===== config.mk =====
export PLATFORM = sky130hd
export DESIGN_NAME = dlink_rx_bytebuf
export DESIGN_NICKNAME = d
export VERILOG_FILES = /design/src/rtl/dlrx_pkg.sv /design/src/rtl/dlrx_shifter.sv /design/src/rtl/dlrx_matcher.sv /design/src/rtl/dlrx_status.sv /design/src/rtl/dlink_rx_bytebuf.sv
export SDC_FILE = /design/constraint.sdc
export NUM_CORES = 1
export LEC_CHECK = 0
export BUFFER_PORTS_ARGS = -buffer_cell sky130_fd_sc_hd__clkbuf_2
export CAP_MARGIN = 20
export CORE_UTILIZATION = 35
export DETAILED_ROUTE_END_ITERATION = 10
export MAX_ROUTING_LAYER = met4
export PLACE_DENSITY = 0.57
export SETUP_SLACK_MARGIN = 0.1
export SYNTH_ARGS = -nofsm -noshare
export SYNTH_HDL_FRONTEND = slang
export SYNTH_HIERARCHICAL = 1
export SYNTH_SLANG_ARGS = --single-unit

===== constraint.sdc =====
create_clock -name clk -period 1.7 [get_ports clk]
set_input_delay 0.17 -clock clk [delete_from_list [all_inputs] [get_ports clk]]
set_output_delay 0.17 -clock clk [all_outputs]
set_load 0.1 [all_outputs]

===== src/rtl/dlrx_pkg.sv =====
// Shared constants for the data link receive byte buffer.
// Assumes one byte width and a fixed count of match comparators.
package dlrx_pkg;
    localparam int BYTE_W    = 8;
    localparam int NUM_MATCH = 2;
    typedef logic [BYTE_W-1:0] byte_t;
endpackage


===== src/rtl/dlrx_shifter.sv =====
// Serial-to-byte assembler: shifts valid bits in LSB first and emits a
// one-cycle done pulse with the assembled word after every W valid bits.
// Assumes the bit counter starts from zero at reset release.
module dlrx_shifter #(
    parameter int W = 8
) (
    input  logic         clk,
    input  logic         rst_n,
    input  logic         bit_valid,
    input  logic         bit_in,
    output logic         done,
    output logic [W-1:0] word
);
    localparam int CNT_W = (W > 1) ? $clog2(W) : 1;
    localparam logic [CNT_W-1:0] LAST = CNT_W'(W - 1);

    logic [W-1:0]     sr_q;
    logic [CNT_W-1:0] cnt_q;

    // Shift register: new bit enters at the top, so the first bit ends at bit 0.
    always_ff @(posedge clk) begin
        if (!rst_n)
            sr_q <= '0;
        else if (bit_valid)
            sr_q <= {bit_in, sr_q[W-1:1]};
    end

    // Bit counter: counts valid bits modulo W.
    always_ff @(posedge clk) begin
        if (!rst_n)
            cnt_q <= '0;
        else if (bit_valid)
            cnt_q <= (cnt_q == LAST) ? '0 : cnt_q + 1'b1;
    end

    // Output stage: register the completed word and a done pulse.
    always_ff @(posedge clk) begin
        if (!rst_n) begin
            done <= 1'b0;
            word <= '0;
        end else begin
            done <= bit_valid && (cnt_q == LAST);
            if (bit_valid && (cnt_q == LAST))
                word <= {bit_in, sr_q[W-1:1]};
        end
    end

    // A completed word is only reported after a valid bit.
    assert_done_after_bit_R4: assert property (@(posedge clk) disable iff (!rst_n)
        done |-> $past(bit_valid));
    // Consecutive done pulses are impossible for W > 1.
    assert_done_spacing_R4: assert property (@(posedge clk) disable iff (!rst_n)
        done |=> !done);
endmodule


===== src/rtl/dlrx_matcher.sv =====
// Compares a byte against N programmable patterns; reports any equality.
// Assumes the patterns are held stable by the host while bytes arrive.
module dlrx_matcher #(
    parameter int W = 8,
    parameter int N = 2
) (
    input  logic [W-1:0]        word,
    input  logic [N-1:0][W-1:0] patterns,
    output logic                hit
);
    logic [N-1:0] eq;

    // One comparator per pattern.
    for (genvar i = 0; i < N; i++) begin : g_cmp
        assign eq[i] = (word == patterns[i]);
    end

    // Reduce the comparator results.
    always_comb hit = |eq;
endmodule


===== src/rtl/dlrx_status.sv =====
// Holding register, status flags and interrupt combination.
// Assumes done pulses are single-cycle; a completing byte takes priority
// over a read arriving in the same cycle.
module dlrx_status #(
    parameter int W = 8
) (
    input  logic         clk,
    input  logic         rst_n,
    input  logic         done,
    input  logic [W-1:0] word,
    input  logic         hit,
    input  logic         rd_stb,
    input  logic         full_ie,
    input  logic         match_ie,
    output logic [W-1:0] hold,
    output logic         full_q,
    output logic         match_q,
    output logic         ovr_q,
    output logic         irq_n
);
    // Holding register: captures each completed byte, overwriting any unread one.
    always_ff @(posedge clk) begin
        if (!rst_n)
            hold <= '0;
        else if (done)
            hold <= word;
    end

    // Status flags: set by completion, cleared by a read.
    always_ff @(posedge clk) begin
        if (!rst_n) begin
            full_q  <= 1'b0;
            match_q <= 1'b0;
            ovr_q   <= 1'b0;
        end else if (done) begin
            full_q  <= 1'b1;
            match_q <= hit;
            ovr_q   <= ovr_q | (full_q & ~rd_stb);
        end else if (rd_stb) begin
            full_q  <= 1'b0;
            match_q <= 1'b0;
            ovr_q   <= 1'b0;
        end
    end

    // Interrupt: active low whenever an enabled flag is set.
    always_comb irq_n = ~((full_q & full_ie) | (match_q & match_ie));

    assert_full_on_done_R3: assert property (@(posedge clk) disable iff (!rst_n)
        done |=> full_q);
    assert_match_tracks_hit_R5: assert property (@(posedge clk) disable iff (!rst_n)
        done |=> (match_q == $past(hit)));
    assert_read_clears_R6: assert property (@(posedge clk) disable iff (!rst_n)
        (rd_stb && !done) |=> (!full_q && !match_q && !ovr_q));
    assert_overrun_cause_R8: assert property (@(posedge clk) disable iff (!rst_n)
        $rose(ovr_q) |-> ($past(full_q) && $past(done) && !$past(rd_stb)));
    assert_no_overrun_on_read_R10: assert property (@(posedge clk) disable iff (!rst_n)
        (done && rd_stb) |=> !ovr_q);
endmodule


===== src/rtl/dlink_rx_bytebuf.sv =====
// Data link receive byte buffer top: assembles bits into bytes, compares
// each byte with two match bytes, and raises maskable status and interrupt.
// Assumes bit recovery and host bus decoding are done outside.
module dlink_rx_bytebuf
    import dlrx_pkg::*;
(
    input  logic        clk,
    input  logic        rst_n,
    input  logic        bit_valid,
    input  logic        bit_in,
    input  logic [7:0]  match_a,
    input  logic [7:0]  match_b,
    input  logic        full_ie,
    input  logic        match_ie,
    input  logic        rd_stb,
    output logic [7:0]  rd_data,
    output logic        full_flag,
    output logic        match_flag,
    output logic        overrun_flag,
    output logic        irq_n
);
    logic                            done;
    byte_t                           word;
    logic                            hit;
    logic [NUM_MATCH-1:0][BYTE_W-1:0] pats;

    // Gather the match bytes into the comparator array.
    always_comb pats = {match_b, match_a};

    dlrx_shifter #(.W(BYTE_W)) u_shift (
        .clk(clk), .rst_n(rst_n), .bit_valid(bit_valid), .bit_in(bit_in),
        .done(done), .word(word)
    );

    dlrx_matcher #(.W(BYTE_W), .N(NUM_MATCH)) u_match (
        .word(word), .patterns(pats), .hit(hit)
    );

    dlrx_status #(.W(BYTE_W)) u_stat (
        .clk(clk), .rst_n(rst_n), .done(done), .word(word), .hit(hit),
        .rd_stb(rd_stb), .full_ie(full_ie), .match_ie(match_ie),
        .hold(rd_data), .full_q(full_flag), .match_q(match_flag),
        .ovr_q(overrun_flag), .irq_n(irq_n)
    );

    // Interrupt only with an enabled, set flag.
    assert_irq_source_R9: assert property (@(posedge clk) disable iff (!rst_n)
        !irq_n |-> ((full_flag && full_ie) || (match_flag && match_ie)));
endmodule


# [Yosys cells after proc, flatten, opt, wreduce, memory -nomap -nowiden]
# Index checks and enable logic that the tools add are counted.
[word_totals] reg_bits=31 in_bits=23
[op_classes] n_addsub=1 n_eq_ne=3 muxes=5 n_bitwise=7 n_reduce_logical=3
[ops] cell="equality test 8 bit" count=2
[ops] cell="2-to-1 mux 1 bit" count=4
[ops] cell="adder 3 x 1 -> 3 bit (second input constant)" count=1
[ops] cell="AND 1 bit" count=3
[ops] cell="equality test 3 bit (second input constant)" count=1
[ops] cell="2-to-1 mux 3 bit" count=1
[ops] cell="inverter 1 bit" count=2
[ops] cell="bitwise OR 1 bit" count=2
[ops] cell="nonzero test 2 bit" count=1
[ops] cell="OR reduction 2 bit" count=1
[ops] cell="logical AND 1 bit" count=1

# [Depth between registers and ports, before layout]
# Gate-level depths: netlist (run 1).
[logic_depth] ltp_word=4 ltp_mapped=5 depth_no_buf=5

# [Hierarchy]
# The synthesis (run 1) kept the hierarchy.
[modules_own_cells] mod="dlrx_shifter" instances=1 cells_each=76 area_each_um2=774.5
[modules_own_cells] mod="dlrx_status" instances=1 cells_each=39 area_each_um2=411.6
[modules_own_cells] mod="dlrx_matcher" instances=1 cells_each=21 area_each_um2=171.4

# [Worst setup path before layout (run 1)]
# OpenSTA, ideal clock, no wires.
[synth_timing] kind="register to output" startpoint="register u_stat.full_q" endpoint="output irq_n" arrival_time_ps=2357 required_ps=1530 setup_slack_ps=-827 stages_incl_launch_ff=2 n_path_buf=0 cell_sequence="dfxtp_1 -> a22oi_1"
[synth_between] elab_chain_len=3
[synth_rtl] item="from (decl)" line="dlrx_status.sv:16" text="output logic full_q,"
[synth_rtl] item="from (signal assigned)" line="dlrx_status.sv:32" text="full_q <= 1'b0;"
[synth_rtl] item="from (signal assigned)" line="dlrx_status.sv:36" text="full_q <= 1'b1;"
[synth_rtl] item="from (signal assigned)" line="dlrx_status.sv:40" text="full_q <= 1'b0;"
[synth_rtl] item="AND 1 bit" line="dlrx_status.sv:47" text="always_comb irq_n = ~((full_q & full_ie) | (match_q & match_ie));"
[synth_rtl] item="bitwise OR 1 bit" line="dlrx_status.sv:47"
[synth_rtl] item="inverter 1 bit" line="dlrx_status.sv:47"
[synth_rtl] item="to (decl)" line="dlink_rx_bytebuf.sv:20" text="output logic irq_n"
# Every way passes these cells.

# [Final worst setup path (run 1)]
# Same ends and word-level chain as after synthesis.

==> results of run 1 <==
[worst max-delay path, delay by kind of cell, from the launching register on]
kind	cells	cell delay [ns]
buffers and inverters	1	0.47
flip-flops	1	0.35
AO/OA/AOI/OAI	1	0.17
[power groups by stage]
stage | sequential, W | clock [W] | combinational, W
after detailed placement | 0.000727 | 0 | 0.0000947
final | 0.000712 | 0.000537 | 0.0000938
after CTS | 0.000711 | 0.000565 | 0.0000953
after global placement | 0.000727 | 0 | 0.0000911
after global routing | 0.000711 | 0.000604 | 0.000105
after floorplan | 0.000726 | 0 | 0.0000617
[sequential cells by signal (all words and copies together) (netlist names)]
name and cells:
u_shift/done 1, u_shift/cnt_q 3, u_stat/hold 8, u_stat/match_q 1, u_shift/word 8, u_shift/sr_q 7
u_stat/ovr_q 1, u_stat/full_q 1
[routing by layer]
metal	global-route usage [%]	routed length, um
met1	16.8	1220
met2	22.2	1160
met5	-	0
met3	5.89	229
met4	7.50	66
[cell usage after synthesis (all sizes together)]
| cell | number |
|---|---|
| dfxtp | 30 |
| mux2i | 16 |
| xnor2 | 16 |
| nand4 | 12 |
| nand2 | 11 |
| nor2b | 9 |
| buf | 8 |
| nor2 | 8 |
| o21ai | 8 |
| ha | 2 |
| nand3b | 2 |
| o21a | 2 |
| a21oi | 1 |
| a22oi | 1 |
| a31oi | 1 |
| and2 | 1 |
| and2b | 1 |
| and3 | 1 |
| clkinv | 1 |
| nand2b | 1 |
| nand4b | 1 |
| nor3b | 1 |
| o22ai | 1 |
| or3b | 1 |
[stage by stage]
stage | util, % | instances | worst slack (ns) | hold WS [ns] | cell area [um^2]
2_1_floorplan | - | 136 | 0.118 | 0.287 | 1370
6_report | 44.0 | 219 | 0.253 | 0.115 | 1620
3_5_place_dp | 41.8 | 211 | 0.286 | 0.415 | 1540
4_1_cts | 44.0 | 219 | 0.233 | 0.105 | 1620
5_1_grt | 44.0 | 219 | 0.168 | 0.109 | 1620
3_3_place_gp | 41.8 | 211 | 0.390 | 0.412 | 1540
[logic make-up (layout without fill, tap and decap cells)]
| group | after synthesis | in the layout | synth area share, % |
|---|---|---|---|
| simple gates | 49 | 49 | 20.4 |
| flops | 30 | 30 | 44.2 |
| xor+xnor | 16 | 16 | 10.3 |
| fa+ha+maj | 2 | 2 | 1.84 |
| compound gates | 14 | 14 | 6.18 |
| buf+inv | 9 | 44 | 5.25 |
| mux | 16 | 16 | 11.8 |
[final timing paths]
check              startpoint                to  slack [ns]  cells past startpoint
max             u_stat/full_q             irq_n        0.25                      2
min                     rst_n     u_stat/full_q        0.12                      2
max reg2reg  u_shift/cnt_q[0]   u_shift/word[0]        0.30                      4
min reg2reg  u_shift/cnt_q[1]  u_shift/cnt_q[1]        0.47                      2
[layout make-up]
type	instances	area (um^2)	share of cell area [%]
multi-input cells	97	691	42.6
well taps	48	60.1	3.70
repair buffers	35	178	10.9
clock buffers	6	72.6	4.47
clock inverters	2	10.0	0.617
inverters	1	3.75	0.231
flip-flops and latches	30	608	37.5
==> run_results.csv, run 1 <==
group,metric,value,unit
worst_setup_path,cp_max_fo,4,
logic_synthesis,post-synth-top-area-fraction,44.2,%
global_route,grt_pass1_vias,1023,
floorplan,die_y,64.3,um
logic_synthesis,synthCells,136,
power,combPwrFrac,7.0,%
worst_setup_path,cp.required,1.53,ns
global_route,antenna_found_initial,0,
place,place_congestion,0.710,
sta,setup_violations,0,
finish,nets,195,
floorplan,pin_count,35,
route,ant_nets,0,
clock_network,cts_tree,"done",
global_route,grt_usage,14.7,%
sta,fin_skew,0.00796,ns
global_route,grt_max_degree,29,
power,finalPower,0.00134,W
logic_synthesis,synth-seq-cells,30,
sta,worstMarginPinSlew,0.607,ns
logic_synthesis,yosysTopAreaCell,"dfxtp_1",
route,wl_per_cell,12.2,um
finish,drive_gt1_share,28.7,%
worst_setup_path,slowest_delay,0.47,ns
finish,fillers,372,
clock_network,cts_buffers,5,
finish,area_growth,19.5,%
logic_synthesis,synth_area_leaders,"dfxtp_1, mux2i_1, xnor2_1, nand4_1, nor2b_1",
route,drt-total-wl,2670,um
route,vias,1045,
worst_setup_path,cp-end-kind,"primary output",
clock_network,cts_resized,0,
worst_setup_path,cp.arrival,1.28,ns
clock_network,ctsHoldBuffers,0,
sta,slew_headroom,59.5,%
power,irDropWorstVdd,0.309,mV
clock_network,cts-root-buf,"clkbuf_8",
logic_synthesis,synth_seq_area_share,44.2,%
power,switchingPower,0.000304,W
sta,fin_setup_tns,0,ns
worst_setup_path,crit_slowest_cell,"clkbuf_2",
logic_synthesis,synth_area,0.00136,mm^2
clock_network,clock_latency,0.28,ns
floorplan,die_w,64.3,um
logic_synthesis,yosys_warnings,6,
power,p_leak,0.628,nW
logic_synthesis,syn_nets,161,
finish,final_cell_mix,"clkbuf_2, dfxtp_1, xnor2_1, mux2i_1, nand4_1",
floorplan,die_area,0.00413,mm^2
route,vias_per_cell,4.77,
logic_synthesis,syn_area_per_cell,9.98,um^2
power,seqPwrFrac,53.0,%
global_route,overflow,0,
finish,insertedDiodeCount,0,
clock_network,cts_setup_buffers,0,
min_path,hp-class,"in -> reg",
power,power.density,827,mW/mm^2
worst_setup_path,worstSetupPathType,"reg -> out",
flow_run,cap_violations,0,
worst_setup_path,worstPathCellList,"a22oi_2 -> clkbuf_2",
route,drtIter0Drc,45,
logic_synthesis,synth.distinct_cells,27,
place,place.port_buffers,34,
sta,rsz0062_at_grt,"no",
sta,finalMaxSlewViolations,0,
clock_network,clock_path_buffers,2,
clock_network,htreeDepth,2,
sta,period_needed,1.45,ns
route,drt_pass1_iterations,4,
worst_setup_path,startpoint_type,"flop",
power,clkPwrFrac,40.0,%
clock_network,clkTransAtPathRegs,0.07,ns
sta,fmax,0.691,GHz
route,drc,0,
place,hpwl,1960,um
floorplan,start_util,36.8,%
floorplan,core_area,0.00369,mm^2
run_status,outcome,"finished clean",
power,sw_frac_of_total,22.7,%
global_route,grt_pass1_wl,4450,um
sta,hold_violations,0,
sta,timing.final.crit_share,85.1,%
clock_network,cts.sinks,30,
finish,final_common_cell,"clkbuf_2",
power,intPower,0.00104,W
floorplan,rows,22,
Power figures use the tool's default switching activity.
==> inputs of run 2 (changes only) <==
MAX_ROUTING_LAYER = unset   (was met4)
==> run 2 against run 1 <==
Clock power is essentially flat; largest power group unchanged; count of clock-buffer cells in the layout unchanged; die area unchanged; non-clock buffer count is the same; first-iteration DRC count decreased by 16%; sequential cell count did not move; critical path type unchanged; worst setup slack worse by 0.0012 ns; critical path depth is the same.
==> run_results.csv, run 2 (synthesized netlist as in run 1, its figures left out) <==
group,metric,value,unit
finish,insertedDiodeCount,0,
clock_network,cts.sinks,30,
floorplan,die_area,0.00413,mm^2
global_route,grt_pass1_wl,4450,um
min_path,hold_path_depth,2,
global_route,antenna_found_initial,0,
clock_network,cts_buffers,5,
floorplan,start_util,36.8,%
worst_setup_path,cp.required,1.53,ns
global_route,grt_max_degree,29,
route,drt_pass1_iterations,4,
route,vias,1043,
clock_network,clkTransAtPathRegs,0.07,ns
clock_network,clock_path_buffers,2,
sta,fin_setup_tns,0,ns
power,finalPower,0.00134,W
clock_network,htreeDepth,2,
finish,top_regs,"u_shift/word (8), u_stat/hold (8), u_shift/sr_q (7)",
worst_setup_path,startpoint_type,"flop",
sta,worstMarginPinSlew,0.608,ns
worst_setup_path,cp.arrival,1.28,ns
power,p_leak,0.628,nW
power,power.density,828,mW/mm^2
finish,drive_gt1_share,28.7,%
finish,final_common_cell,"clkbuf_2",
flow_run,cap_violations,0,
clock_network,ctsHoldBuffers,0,
clock_network,cts_setup_buffers,0,
power,irDropWorstVdd,0.308,mV
floorplan,core_area,0.00369,mm^2
sta,setup_violations,0,
place,place_congestion,0.702,
sta,period_needed,1.45,ns
route,ant_nets,0,
route,drt-total-wl,2680,um
clock_network,clock_latency,0.28,ns
sta,fmax,0.691,GHz
floorplan,die_w,64.3,um
place,dpl-instance-area,0.00154,mm^2
floorplan,pin_count,35,
floorplan,rows,22,
worst_setup_path,cp_max_fo,4,
finish,fin_area,0.00162,mm^2
sta,rsz0062_at_grt,"no",
global_route,grt_pass1_vias,1019,
worst_setup_path,worstSetupPathType,"reg -> out",
sta,hold_violations,0,
route,wl_per_cell,12.2,um
finish,nets,195,
route,drtIter0Drc,38,
sta,finalMaxSlewViolations,0,
finish,area_growth,19.5,%
floorplan,die_y,64.3,um
sta,timing.final.crit_share,85.2,%
global_route,grt_usage,14.3,%
worst_setup_path,cp-end-kind,"primary output",
worst_setup_path,reg2reg_depth,4,
clock_network,cts-root-buf,"clkbuf_8",
place,hpwl,1960,um
run_status,outcome,"finished clean",
clock_network,cts_resized,0,
route,drc,0,
finish,final_cell_mix,"clkbuf_2, dfxtp_1, xnor2_1, mux2i_1, nand4_1",
min_path,hp-class,"in -> reg",
sta,slew_headroom,59.4,%
clock_network,cts_tree,"done",
route,vias_per_cell,4.76,
place,place.port_buffers,34,
sta,fin_skew,0.00894,ns
global_route,overflow,0,
==> run 2: cell counts in the layout (fill, tap and decap cells not counted) <==
No cell type changed its count.
==> run 2: power by group <==
part / total (W) / internal [W] / switching (W)
Clock: 0.000539 / 0.000283 / 0.000256
Combinational: 0.0000939 / 0.0000490 / 0.0000449
Sequential: 0.000711 / 0.000707 / 0.00000492
==> run 2: worst max-delay path, stage by stage (launching register included) <==
cell and delay [ns]:
dfxtp_4 0.35, a22oi_2 0.17, clkbuf_2 0.47
==> run 2: area by class of cell <==
class | count | area [um^2]
well taps | 48 | 60.1
clock inverters | 2 | 10.0
fillers | 372 | 2070
flip-flops and latches | 30 | 608
clock buffers | 6 | 72.6
inverters | 1 | 3.75
repair buffers | 35 | 178
multi-input cells | 97 | 691
==> run 2: final timing paths <==
check / from / end / slack, ns
min: rst_n / u_stat/full_q / 0.11
min reg2reg: u_shift/cnt_q[1] / u_shift/cnt_q[1] / 0.47
max reg2reg: u_shift/cnt_q[0] / u_shift/word[0] / 0.30
max: u_stat/full_q / irq_n / 0.25
==> run 2: through the flow <==
step	hold WS [ns]	util (%)	cells	setup slack [ns]
detailed placement	0.415	41.8	211	0.286
global route	0.109	44.0	219	0.168
CTS	0.105	44.0	219	0.233
global placement	0.412	41.8	211	0.390
floorplan	0.287	-	136	0.118
finish	0.114	44.0	219	0.252
==> run 2: layer usage <==
layer / global-route usage [%] / part of all wire (%) / vias up
met3: 5.89 / 7.9 / 7
li1: - / - / 537
met1: 16.9 / 46 / 459
met5: 0 / 0 / -
met2: 22.1 / 43 / 40
met4: 7.50 / 2.5 / 0
==> inputs of run 3 (changes only) <==
PLACE_DENSITY = 0.59   (was 0.57)
clock period = 1.3 ns   (was 1.7 ns; I/O delays follow)
==> run 3 against run 2 <==
Count of clock-buffer cells in the layout grew 1; hold slack gained 0.0075 ns; routed wire length grew 8.2%; highest routed layer unchanged; critical endpoint unchanged.
==> run_results.csv, run 3 (synthesized netlist as in run 1, its figures left out) <==
group,metric,value,unit
sta,timing.final.crit_share,91.0,%
power,power.density,1030,mW/mm^2
sta,hold_slack,0.122,ns
power,p_leak,0.679,nW
finish,top_regs,"u_shift/word (8), u_stat/hold (8), u_shift/sr_q (7)",
sta,finalMaxSlewViolations,0,
finish,fillers,385,
power,irDropWorstVdd,0.534,mV
global_route,grt_pass1_vias,1082,
sta,setup_violations,0,
floorplan,die_y,64.3,um
power,sw_frac_of_total,21.2,%
power,seqPwrFrac,51.7,%
clock_network,htreeDepth,2,
sta,fmax,0.846,GHz
place,place_congestion,0.687,
worst_setup_path,worstReg2RegStart,"u_shift/cnt_q[0]",
worst_setup_path,startpoint_type,"flop",
floorplan,rows,22,
place,dp_slack,0.0282,ns
place,hpwl,2060,um
place,place.port_buffers,34,
place,dp.cells,212,
clock_network,cts.sinks,30,
global_route,grt_usage,15.4,%
route,drt_pass1_iterations,4,
finish,drive_gt1_share,43.4,%
min_path,hp-start,"bit_in",
finish,regArea,634,um^2
floorplan,core_area,0.00369,mm^2
worst_setup_path,cp.required,1.17,ns
worst_setup_path,cp-end-kind,"primary output",
sta,slew_headroom,67.4,%
finish,fin_cells,221,
route,vias,1080,
global_route,overflow,0,
floorplan,die_area,0.00413,mm^2
sta,worstMarginPinSlew,0.492,ns
power,clkPwrFrac,41.0,%
route,vias_per_cell,4.89,
finish,insertedDiodeCount,0,
route,ant_nets,0,
route,drt-total-wl,2900,um
global_route,antenna_found_initial,0,
power,switchingPower,0.000381,W
clock_network,ctsHoldBuffers,0,
power,finalPower,0.00180,W
power,intPower,0.00142,W
worst_setup_path,startpoint,"u_stat/full_q",
finish,nets,197,
flow_run,cap_violations,0,
floorplan,die_w,64.3,um
finish,multiInputGateArea,729,um^2
power,combPwrFrac,7.3,%
clock_network,cts_buffers,5,
route,drtIter0Drc,36,
finish,area_growth,28.7,%
sta,period_needed,1.18,ns
worst_setup_path,cp_max_fo,4,
global_route,grt_pass1_wl,4840,um
route,drc,0,
global_route,grt_max_degree,30,
clock_network,clock_latency,0.27,ns
route,wl_per_cell,13.1,um
sta,hold_violations,0,
run_status,outcome,"finished clean",
floorplan,start_util,36.8,%
worst_setup_path,worstSetupPathType,"reg -> out",
min_path,hp-class,"in -> reg",
clock_network,clock_path_buffers,2,
floorplan,pin_count,35,
sta,worst_slack,0.118,ns
clock_network,cts_tree,"done",
worst_setup_path,cp.arrival,1.05,ns
sta,fin_skew,0.00548,ns
finish,final_common_cell,"clkbuf_2",
clock_network,cts-root-buf,"clkbuf_8",
sta,rsz0062_at_grt,"yes",
clock_network,clkTransAtPathRegs,0.06,ns
finish,final_cell_mix,"clkbuf_2, dfxtp_2, mux2i_1, xnor2_1, nand4_1",
-- run 3: routing by layer --
layer	global-route usage, %	vias to the layer above	wire length, um
met1	17.1	501	1240
met5	0	-	0
li1	-	541	-
met4	5.00	0	30
met2	26.6	34	1430
met3	6.07	4	201
-- run 3: critical path: stages, from the launching register on --
cell and delay, ns:
dfxtp_4 0.35, a22oi_2 0.21, buf_12 0.21
-- run 3: worst paths after layout --
path	cells after the start	endpoint	slack [ns]
worst max-delay path	2	irq_n	0.12
worst min-delay path	3	u_shift/word[7]	0.12
worst max register to register	5	u_shift/word[6]	0.15
worst min register to register	2	u_shift/cnt_q[1]	0.48
-- run 3: through the flow --
step	util [%]	area, um^2	setup TNS, ns
floorplan	-	1380	-0.242
global placement	43.3	1600	0
detailed placement	43.3	1600	0
CTS	46.2	1700	0
global route	47.4	1750	0
finish	47.4	1750	0
-- run 3: power by group through the flow --
| stage | registers (W) | logic, W | clock network (W) |
|---|---|---|---|
| finish | 0.000929 | 0.000131 | 0.000738 |
| detailed placement | 0.000951 | 0.000125 | 0 |
| global route | 0.000929 | 0.000145 | 0.000823 |
| CTS | 0.000930 | 0.000128 | 0.000772 |
| global placement | 0.000950 | 0.000122 | 0 |
| floorplan | 0.000949 | 0.0000808 | 0 |
-- run 3: cell type report --
| type | count | area share (%) |
|---|---|---|
| Tap cell | 48 | 3.44 |
| Timing Repair Buffer | 37 | 13.0 |
| Clock inverter | 1 | 0.287 |
| Inverter | 1 | 0.215 |
| Multi-Input combinational cell | 97 | 41.8 |
| Sequential cell | 30 | 36.3 |
| Clock buffer | 7 | 4.94 |
-- run 3: what timing repair did --
action / 4_1_cts / 5_1_grt
setup buffers: 0 / 1
pin swaps: 1 / 1
endpoints found under the setup margin: 10 / 22
resized for setup: 8 / 19
